File: config.mk
export PLATFORM = sky130hd
export DESIGN_NAME = i2s_rj_conv
export DESIGN_NICKNAME = d
export VERILOG_FILES = /design/src/rtl/i2s_rj_pkg.sv /design/src/rtl/i2s_rj_shift_line.sv /design/src/rtl/i2s_rj_ws_stage.sv /design/src/rtl/i2s_rj_bclk_out.sv /design/src/rtl/i2s_rj_conv.sv
export SDC_FILE = /design/constraint.sdc
export NUM_CORES = 1
export LEC_CHECK = 0
export BUFFER_PORTS_ARGS = -buffer_cell sky130_fd_sc_hd__buf_2
export CELL_PAD_IN_SITES_DETAIL_PLACEMENT = 1
export CELL_PAD_IN_SITES_GLOBAL_PLACEMENT = 1
export CORE_AREA = 3 3 40 42
export CTS_BUF_LIST = sky130_fd_sc_hd__clkbuf_8
export CTS_CLUSTER_SIZE = 25
export DETAILED_ROUTE_END_ITERATION = 16
export DIE_AREA = 0 0 43 45
export PLACE_DENSITY_LB_ADDON = 0.1
export SETUP_SLACK_MARGIN = 0.2
export SLEW_MARGIN = 20
export SYNTH_ARGS = -nofsm -noshare
export SYNTH_HDL_FRONTEND = slang
export SYNTH_SLANG_ARGS = --single-unit
File: constraint.sdc
create_clock -name bclk_i -period 0.8 [get_ports bclk_i]
set_clock_uncertainty 0.05 [all_clocks]
set_input_delay 0.08 -clock bclk_i [delete_from_list [all_inputs] [get_ports bclk_i]]
set_output_delay 0.08 -clock bclk_i [all_outputs]
set_load 0.1 [all_outputs]
File: src/rtl/i2s_rj_pkg.sv
package i2s_rj_pkg;
  localparam int unsigned SLOT_W_DEF   = 32;
  localparam int unsigned SAMPLE_W_DEF = 16;

  // Bit clocks needed to move an I2S sample (MSB one bit after the
  // word-select change) to the tail of its slot.
  function automatic int unsigned rj_shift(input int unsigned slot_w,
                                           input int unsigned sample_w);
    return slot_w - sample_w - 1;
  endfunction
endpackage

File: src/rtl/i2s_rj_shift_line.sv
module i2s_rj_shift_line #(
  parameter int unsigned DEPTH = 16
) (
  input  logic clk,
  input  logic rst,
  input  logic din,
  output logic dout
);
  logic [DEPTH-1:0] stg;

  for (genvar i = 0; i < DEPTH; i++) begin : g_stage
    if (i == 0) begin : g_head
      always_ff @(posedge clk) begin
        if (rst) stg[0] <= 1'b0;
        else     stg[0] <= din;
      end
    end else begin : g_body
      always_ff @(posedge clk) begin
        if (rst) stg[i] <= 1'b0;
        else     stg[i] <= stg[i-1];
      end
      // every stage takes its predecessor's previous value
      a_r2_stage_advance: assert property (@(posedge clk) disable iff (rst)
        !rst |=> stg[i] == $past(stg[i-1]));
    end
  end

  assign dout = stg[DEPTH-1];

  // a reset edge leaves the whole chain cleared
  a_r4_chain_cleared: assert property (@(posedge clk)
    rst |=> stg == '0);
endmodule

File: src/rtl/i2s_rj_ws_stage.sv
module i2s_rj_ws_stage (
  input  logic clk,
  input  logic rst,
  input  logic ws_in,
  output logic ws_out
);
  always_ff @(posedge clk) begin
    if (rst) ws_out <= 1'b0;
    else     ws_out <= ~ws_in;
  end

  // output word select is the complement of the last sampled input
  a_r1_ws_inverse: assert property (@(posedge clk) disable iff (rst)
    !rst |=> ws_out == !$past(ws_in));
  // reset clears the word-select register
  a_r4_ws_cleared: assert property (@(posedge clk)
    rst |=> !ws_out);
endmodule

File: src/rtl/i2s_rj_bclk_out.sv
module i2s_rj_bclk_out (
  input  logic bclk_in,
  input  logic invert,
  output logic bclk_out
);
  assign bclk_out = bclk_in ^ invert;
endmodule

File: src/rtl/i2s_rj_conv.sv
module i2s_rj_conv
  import i2s_rj_pkg::*;
#(
  parameter int unsigned SLOT_W   = SLOT_W_DEF,
  parameter int unsigned SAMPLE_W = SAMPLE_W_DEF
) (
  input  logic bclk_i,
  input  logic rst,
  input  logic invert_bclk,
  input  logic ws_i,
  input  logic sd_i,
  output logic bclk_o,
  output logic ws_o,
  output logic sd_o
);
  // Shift distance plus the capture register that word select also uses.
  localparam int unsigned SHIFT = rj_shift(SLOT_W, SAMPLE_W);
  localparam int unsigned DEPTH = SHIFT + 1;

  i2s_rj_shift_line #(.DEPTH(DEPTH)) u_data (
    .clk  (bclk_i),
    .rst  (rst),
    .din  (sd_i),
    .dout (sd_o)
  );

  i2s_rj_ws_stage u_ws (
    .clk    (bclk_i),
    .rst    (rst),
    .ws_in  (ws_i),
    .ws_out (ws_o)
  );

  i2s_rj_bclk_out u_bclk (
    .bclk_in  (bclk_i),
    .invert   (invert_bclk),
    .bclk_out (bclk_o)
  );
endmodule

Yosys cells after proc, flatten, opt, wreduce, memory -nomap -nowiden
Cells that the tools add are included.
{"block": "word_totals", "ff_bits": 17, "latch_bits": 0, "ramBits": 0, "romBits": 0, "in_bits": 5, "wordCells": 19, "n_memories": 0}
{"block": "classes", "n_addsub": 0, "mul": 0, "n_div": 0, "n_lt_le_gt_ge": 0, "n_eq_ne": 0, "shifts": 0, "muxes": 0, "bitwise": 2, "n_reduce_logical": 0}
{"operator": "$not 1->1", "n": 1}
{"operator": "$xor 1x1->1", "n": 1}

Depth between registers and ports, before layout
Gate-level depths: netlist (run 1).
{"block": "logic_depth", "ltp_word": 1, "mapped_depth": 2, "ltp_nobuf": 1}

Cells and area by module
From an unflattened synthesis (run 1), not the netlist that was laid out.
{"block": "hier_totals", "cells_unflattened": 36, "area_unflattened_um2": 496.7}
{"mod": "i2s_rj_shift_line", "instances": 1, "cells_per_inst": 33, "area_each_um2": 464.2, "seq_area_each_um2": 320.3}
{"mod": "i2s_rj_ws_stage", "instances": 1, "cells_per_inst": 2, "area_each_um2": 23.8, "seq_area_each_um2": 20.0}
{"mod": "i2s_rj_bclk_out", "instances": 1, "cells_per_inst": 1, "area_each_um2": 8.8, "seq_area_each_um2": 0.0}

==> results_dict.tcl, run 1 <==
set metrics [dict create \
    synthXorXnorAreaFrac 0.0182 \
    syn_inst 36 \
    start_util 0.375 \
    antenna_cells 0 \
    antenna_found_initial 0 \
    slew-limit-headroom 0.800 \
    grt_overflow 0 \
    io_buffers 7 \
    wl_microns 840 \
    drv_slew 0 \
    synth_top_area_share 0.706 \
    synth_area_leader_cell "dfxtp_1" \
    grt_usage 0.115 \
    first_pass_iters 2 \
    p_sw_uw 935 \
    io_pins 8 \
    synth_seq_area_share 0.706 \
    cp-start-kind "clock port" \
    postSynthAreaPerCell_sq_um 13.4 \
    clkPwrFrac 0.668 \
    finalSetupViolCount 3 \
    row_count 13 \
    cts_tree "done" \
    dp_hpwl_microns 442 \
    worst_pin_slew_ps 300 \
    yosys_register_bits 17 \
    internal-power_uw 1880 \
    synth_top_flop_cell "dfxtp_1" \
    post_drt_via_cell_ratio 4.20 \
    fin_util 0.570 \
    hold_buffers 1 \
    critPathMaxFanout 2 \
    synth-simple-area-share 0.252 \
    yosysWarnings 0 \
    violations "negative hold slack, negative setup slack" \
    worst_setup_path_end_kind "output pin" \
    drt_iter0_drc 2 \
    final_nets 57 \
    worst_hold_slack_ps -103 \
    worst_ep_arrival_time_ps 940 \
    syn_area_sq_um 482 \
    num_vias 277 \
    crit_type "clk -> out" \
    core_sq_um 1280 \
    gp_congestion 0.584 \
    cts.clk_slew.worst_paths_ps 60 \
    ant_nets 0 \
    drive_gt1_frac 0.647 \
    drv_cap 0 \
    dieArea_sq_um 1940 \
    grt_pass1_vias 364 \
    syn_nets 41 \
    drc 0 \
    yosys-top-cells-count "dfxtp_1 (17), nor2b_1 (9), and2b_2 (7)" \
    place_ws_ps -248 \
    required_ps 670 \
    clkLatencyLatePin_ps 350 \
    setup_total_negative_slack_ps -660 \
    synth_edf_count 0 \
    muxShareOfSynthArea 0 \
    power_frac_comb 0.028 \
    rsz0062_at_grt "true" \
    p_sw_frac 0.333 \
    worstHoldPathType "in -> reg" \
    power.leakage_uw 0.000311 \
    synth_area_leaders "dfxtp_1 (71%), and2b_2 (13%), nor2b_1 (12%), buf_6 (2.3%), xor2_1 (1.8%)" \
    die_y_microns 45 \
    seq_power_share 0.305 \
    yosysUniqueCellTypes 6 \
    grt_pass1_wl_microns 1460 \
    synth-compound-area-share 0 \
    wire_per_inst_microns 12.7 \
    synth_top_family_by_area "simple AND/OR/NAND/NOR gates" \
    async_flop_share 0 \
    synth_fa_ha_area_frac 0 \
    vdd_ir_drop_max_mv 2.87 \
    synth_most_common_cell "dfxtp_1" \
    grt_max_degree 15 \
    die_w_microns 43 \
    hold_violations 1 \
    cts_setup_buffers 0 \
    area_growth_pct 51.9 \
    setup_ws_ps -269 \
    outcome "complete, but fails checks" \
    p_per_area_nw_per_um2 3840 \
]
[worst max-delay path, stage by stage]
cell and delay [ps]:
buf_8 90, buf_8 110, xor2_4 140, buf_12 190
[area by class of cell]
| type | instances | area (sq um) |
|---|---|---|
| Timing Repair Buffer | 8 | 77.6 |
| Sequential cell | 17 | 354 |
| Multi-Input combinational cell | 18 | 171 |
| Fill cell | 129 | 553 |
| Clock inverter | 1 | 5.00 |
| Clock buffer | 7 | 105 |
| Tap cell | 15 | 18.8 |
[layer usage]
metal | GRT usage | vias to the layer above | part of all wire | wire length, microns
met5 | 0 | - | 0 | 0
met4 | 0.163 | 0 | 0.013 | 11
met3 | 0.0637 | 2 | 0.056 | 47
met2 | 0.150 | 9 | 0.56 | 470
met1 | 0.109 | 130 | 0.37 | 311
li1 | - | 136 | - | -
[cell usage in the layout, fill, tap and decap left out]
master / count
nor2b_4: 3
buf_2: 4
nor2b_1: 6
buf_12: 3
nor2_1: 1
dfxtp_1: 10
xor2_4: 1
dlygate4sd3_1: 1
and2b_2: 7
dfxtp_4: 2
clkinv_2: 1
dfxtp_2: 5
buf_4: 1
buf_8: 2
clkbuf_8: 4
[per-stage QoR]
| step | power [uW] | instance area (sq um) | instances |
|---|---|---|---|
| 2_1_floorplan | 1360 | 508 | 36 |
| 4_1_cts | 2790 | 701 | 66 |
| 3_5_place_dp | 1480 | 588 | 58 |
| 5_1_grt | 2910 | 732 | 66 |
| 6_report | 2810 | 732 | 66 |
| 3_3_place_gp | 1480 | 588 | 58 |
[sequential cells by signal, indices dropped and copies added, names as in the netlist]
register / cells
u_data.dout: 1
u_ws.ws_out: 1
u_data.stg: 15
[path summary, 6_finish.rpt]
path | depth (start not counted) | end | slack [ps] | from
setup / recovery | 4 | bclk_o | -270 | bclk_i
hold / removal | 2 | u_data.stg[0] | -100 | sd_i
setup reg to reg | 1 | u_data.stg[3] | 150 | u_data.stg[2]
hold reg to reg | 1 | u_data.stg[9] | 390 | u_data.stg[8]
[kinds of logic (layout without fill, tap and decap cells)]
logic type / Yosys count / count (layout)
XOR/XNOR: 1 / 1
AND/OR/NAND/NOR: 17 / 17
buffers and inverters: 1 / 16
flip-flops: 17 / 17
[power groups by stage]
stage	Combinational [uW]	Sequential, uW	Clock, uW
finish	78.0	856	1880
floorplan	20.9	893	445
CTS	73.9	856	1860
detailed placement	69.0	875	538
global placement	66.4	875	538
global route	84.7	857	1970
[repair_timing]
| action | CTS | global route |
|---|---|---|
| endpoints found under the hold margin | 4 | 1 |
| setup endpoints to repair | 9 | 11 |
| resized for setup | 4 | 12 |
No activity file was read; power rests on OpenSTA's default activity.
==> run 2, diff against run 1 <==
==> constraint.sdc (replaced) <==
create_clock -name bclk_i -period 1 [get_ports bclk_i]
set_clock_uncertainty 0.05 [all_clocks]
set_input_delay 0.1 -clock bclk_i [delete_from_list [all_inputs] [get_ports bclk_i]]
set_output_delay 0.1 -clock bclk_i [all_outputs]
set_load 0.1 [all_outputs]
==> run 2 against run 1 <==
Effect of this change: the run ends with negative setup slack left; die area unchanged; total power shrank 21%; register-to-register slack better by 210 ps; routed wire length decreased by 13%; via count shrank 4.0%; first-iteration DRC count stayed put; non-clock buffer count stayed put; critical path depth stayed put; final area shrank 4.4%; global-route usage shrank 1.7 points; sequential share of layout area up 0.64 points; combinational power down 26%; critical endpoint unchanged.
==> results_dict.tcl, run 2 (synthesis results as in run 1) <==
set metrics [dict create \
    worst_setup_path_end_kind "output pin" \
    crit_type "clk -> out" \
    outcome "complete, but fails checks" \
    final_common_cell "dfxtp_1" \
    drc 0 \
    power.leakage_uw 0.000308 \
    cp-start-kind "clock port" \
    first_pass_iters 2 \
    wire_per_inst_microns 11.1 \
    row_count 13 \
    antenna_cells 0 \
    grt_usage 0.0983 \
    gp_congestion 0.577 \
    setup_ws_ps -197 \
    grt_pass1_wl_microns 1240 \
    antenna_found_initial 0 \
    reg2regPathDepth 1 \
    start_util 0.375 \
    place_ws_ps -168 \
    cp_num_buf_inv 3 \
    worstHoldStart "rst" \
    ant_nets 0 \
    worstHoldPathType "in -> reg" \
    drv_cap 0 \
    finalSetupViolCount 2 \
    io_pins 8 \
    largest_reg_flops 15 \
    slowest_stage "buf_12" \
    layout_common_cells "dfxtp_1 (15), nor2b_1 (9), and2b_2 (7), clkbuf_8 (4), buf_2 (4)" \
    num_vias 266 \
    crit_path_cell_trace "buf_8 -> buf_8 -> xor2_4 -> buf_12" \
    min_to "u_ws.ws_out" \
    worst_pin_slew_ps 254 \
    cts_tree "done" \
    worst_ep_arrival_time_ps 1050 \
    die_w_microns 43 \
    area_growth_pct 45.2 \
    grt_max_degree 18 \
    critPathMaxFanout 2 \
    io_buffers 7 \
    cts.clk_slew.worst_paths_ps 60 \
    critPathTopFamily "buffers and inverters" \
    ff2ff_setup_slack_ps 360 \
    hold_violations 0 \
    cp_slowest_stage_delay_ps 190 \
    cts_setup_buffers 0 \
    core_sq_um 1280 \
    reg2reg_from "u_data.stg[12]" \
    clkLatencyLatePin_ps 340 \
    p_per_area_nw_per_um2 3170 \
    power_uw 2220 \
    fin_util 0.544 \
    dieArea_sq_um 1940 \
    post_drt_via_cell_ratio 4.03 \
    drive_gt1_frac 0.451 \
    grt_overflow 0 \
    die_y_microns 45 \
    final_nets 57 \
    slew-limit-headroom 0.831 \
    r2r-end "u_data.stg[13]" \
    rsz0062_at_grt "true" \
    dp_hpwl_microns 437 \
    grt_pass1_vias 320 \
    required_ps 850 \
    crit_top_cell "buf_8" \
    wl_microns 734 \
    vdd_ir_drop_max_mv 2.40 \
    violations "negative setup slack" \
    drt_iter0_drc 2 \
    drv_slew 0 \
    min_path_cells 2 \
    top_register "u_data.stg" \
]
## run 2: cell types whose count changed in the layout (fill, tap and decap cells not counted), moves of 2 or more
cell     change
dfxtp_2      -3
nor2b_4      -3
dfxtp_4      -2
dfxtp_1      +5
nor2b_1      +3
## run 2: per-layer routing
layer,part of all wire,vias up,global-route usage
met5,0,-,0
met4,0.023,0,0.114
met3,0.052,3,0.0717
met2,0.51,6,0.141
met1,0.41,122,0.0817
li1,-,135,-
## run 2: worst max path at each step
stage	from	end	slack, ps	cells after the start
floorplan	bclk_i	bclk_o	-210	1
global placement	bclk_i	bclk_o	-170	2
detailed placement	bclk_i	bclk_o	-170	2
CTS	bclk_i	bclk_o	-250	4
global route	bclk_i	bclk_o	-220	4
finish	bclk_i	bclk_o	-200	4
## run 2: what timing repair did
action	4_1_cts	5_1_grt
endpoints found under the setup margin	3	3
gates resized for setup	4	2
hold buffers	2	0
endpoints found under the hold margin	2	0
cloned	0	0
## run 2: final cells by class
cell class,instances,area (sq um)
well taps,15,18.8
clock buffers,7,105
repair buffers,8,80.1
multi-input cells,18,149
clock inverters,1,3.75
fillers,127,586
flip-flops and latches,17,343
## run 2: power by group
group          switching (uW)  internal [uW]  leakage [uW]
sequential               2.97            686      0.000139
clock                     685            786     0.0000657
combinational            31.4           26.1      0.000104
total                     719           1500      0.000308
## run 2: through the flow
| stage | cell area (sq um) | hold WS, ps | TNS, ps | std cells |
|---|---|---|---|---|
| after floorplan | 503 | 109 | -212 | 36 |
| after global placement | 576 | 195 | -168 | 57 |
| after CTS | 697 | 44.0 | -261 | 66 |
| final | 699 | 43.4 | -200 | 66 |
| after global routing | 699 | 53.4 | -278 | 66 |
| after detailed placement | 576 | 197 | -168 | 57 |
==> run 3, diff against run 2 <==
==> constraint.sdc (replaced) <==
create_clock -name bclk_i -period 1.5 [get_ports bclk_i]
set_clock_uncertainty 0.05 [all_clocks]
set_input_delay 0.15 -clock bclk_i [delete_from_list [all_inputs] [get_ports bclk_i]]
set_output_delay 0.15 -clock bclk_i [all_outputs]
set_load 0.1 [all_outputs]
==> run 3 against run 2 <==
Effect of this change: the flow now finishes without violations; die area unchanged; critical endpoint unchanged; via count up 1.9%; critical path type unchanged; combinational power down 41%.
==> results_dict.tcl, run 3 (synthesis results as in run 1) <==
set metrics [dict create \
    min_path_cells 2 \
    grt_pass1_vias 361 \
    ff2ff_setup_slack_ps 850 \
    layout_common_cells "dfxtp_1 (17), nor2b_1 (9), and2b_2 (7), buf_2 (5), clkbuf_8 (4)" \
    wire_per_inst_microns 11.4 \
    num_vias 271 \
    reg2regPathDepth 1 \
    grt_usage 0.113 \
    place_inst 57 \
    wl_microns 755 \
    drc 0 \
    p_per_area_nw_per_um2 2230 \
    grt_overflow 0 \
    cp-start-kind "clock port" \
    drv_slew 0 \
    final_common_cell "dfxtp_1" \
    ant_nets 0 \
    first_pass_iters 1 \
    crit_type "clk -> out" \
    worst_ep_arrival_time_ps 1290 \
    power.leakage_uw 0.000298 \
    top_register "u_data.stg" \
    dieArea_sq_um 1940 \
    grt_pass1_wl_microns 1390 \
    worst_pin_slew_ps 483 \
    io_buffers 7 \
    largest_reg_flops 15 \
    finalSetupViolCount 0 \
    drv_cap 0 \
    place_ws_ps 31.8 \
    drt_iter0_drc 0 \
    die_y_microns 45 \
    gp_congestion 0.559 \
    core_sq_um 1280 \
    drive_gt1_frac 0.431 \
    grt_max_degree 18 \
    post_drt_via_cell_ratio 4.11 \
    cts.clk_slew.worst_paths_ps 60 \
    worstHoldPathType "in -> reg" \
    outcome "finished, final reports clean" \
    rsz0062_at_grt "true" \
    critPathMaxFanout 2 \
    power_uw 1490 \
    antenna_cells 0 \
    row_count 13 \
    fillCellCount 137 \
    hold_violations 0 \
    io_pins 8 \
    vdd_ir_drop_max_mv 1.33 \
    setup_ws_ps 9.43 \
    cts_setup_buffers 0 \
    slew-limit-headroom 0.680 \
    die_w_microns 43 \
    start_util 0.375 \
    final_nets 57 \
    antenna_found_initial 0 \
    area_growth_pct 39.2 \
    stdcell_count 66 \
    required_ps 1300 \
    clkLatencyLatePin_ps 350 \
    worst_setup_path_end_kind "output pin" \
    cts_tree "done" \
]
## run 3: cell count changes in the layout (fill, tap and decap cells not counted), sizes merged
cell    change
buf         -1
clkbuf      +1
clkinv      +1
inv         -1
## run 3: critical path, cell delays in order
cell	delay, ps
buf_8	100
buf_8	110
xor2_4	140
buf_12	190
## run 3: path summary, 6_finish.rpt
| path | from | endpoint |
|---|---|---|
| min reg2reg | u_data.stg[7] | u_data.stg[8] |
| max reg2reg | u_data.stg[12] | u_data.stg[13] |
| min | rst | u_ws.ws_out |
| max | bclk_i | bclk_o |
## run 3: cell type report
cell class / count / area (sq um) / area share
clock buffers: 7 / 105 / 0.157
flip-flops and latches: 17 / 340 / 0.507
well taps: 15 / 18.8 / 0.0280
repair buffers: 8 / 52.6 / 0.0784
multi-input cells: 18 / 149 / 0.222
clock inverters: 1 / 5.00 / 0.00746
## run 3: metrics by stage
| step | utilization | TNS (ps) | area, sq um | hold WS [ps] |
|---|---|---|---|---|
| 3_3_place_gp | 0.423 | 0 | 543 | 252 |
| 3_5_place_dp | 0.423 | 0 | 543 | 258 |
| 6_report | 0.522 | 0 | 671 | 82.8 |
| 2_1_floorplan | - | -11.9 | 500 | 167 |
| 5_1_grt | 0.522 | -20.1 | 671 | 99.8 |
| 4_1_cts | 0.518 | -38.6 | 666 | 83.1 |
## run 3: timing repair
action,in CTS,in global routing
hold buffers,2,0
cloned,0,0
gates resized for setup,4,3
endpoints found under the hold margin,2,0
setup endpoints to repair,1,2
## run 3: where the power goes
group          internal [uW]  total (uW)  switching [uW]  leakage [uW]
Clock                    528        1000             474     0.0000643
Combinational           13.0        33.8            20.9     0.0000963
Sequential               457         458            1.25      0.000138
## run 3: routing by layer
metal	vias up	GRT usage	wire length, microns	share of wire
li1	135	-	-	-
met1	129	0.0918	295	0.39
met2	5	0.156	414	0.55
met3	2	0.0757	30	0.040
met4	0	0.157	14	0.019
met5	-	0	0	0
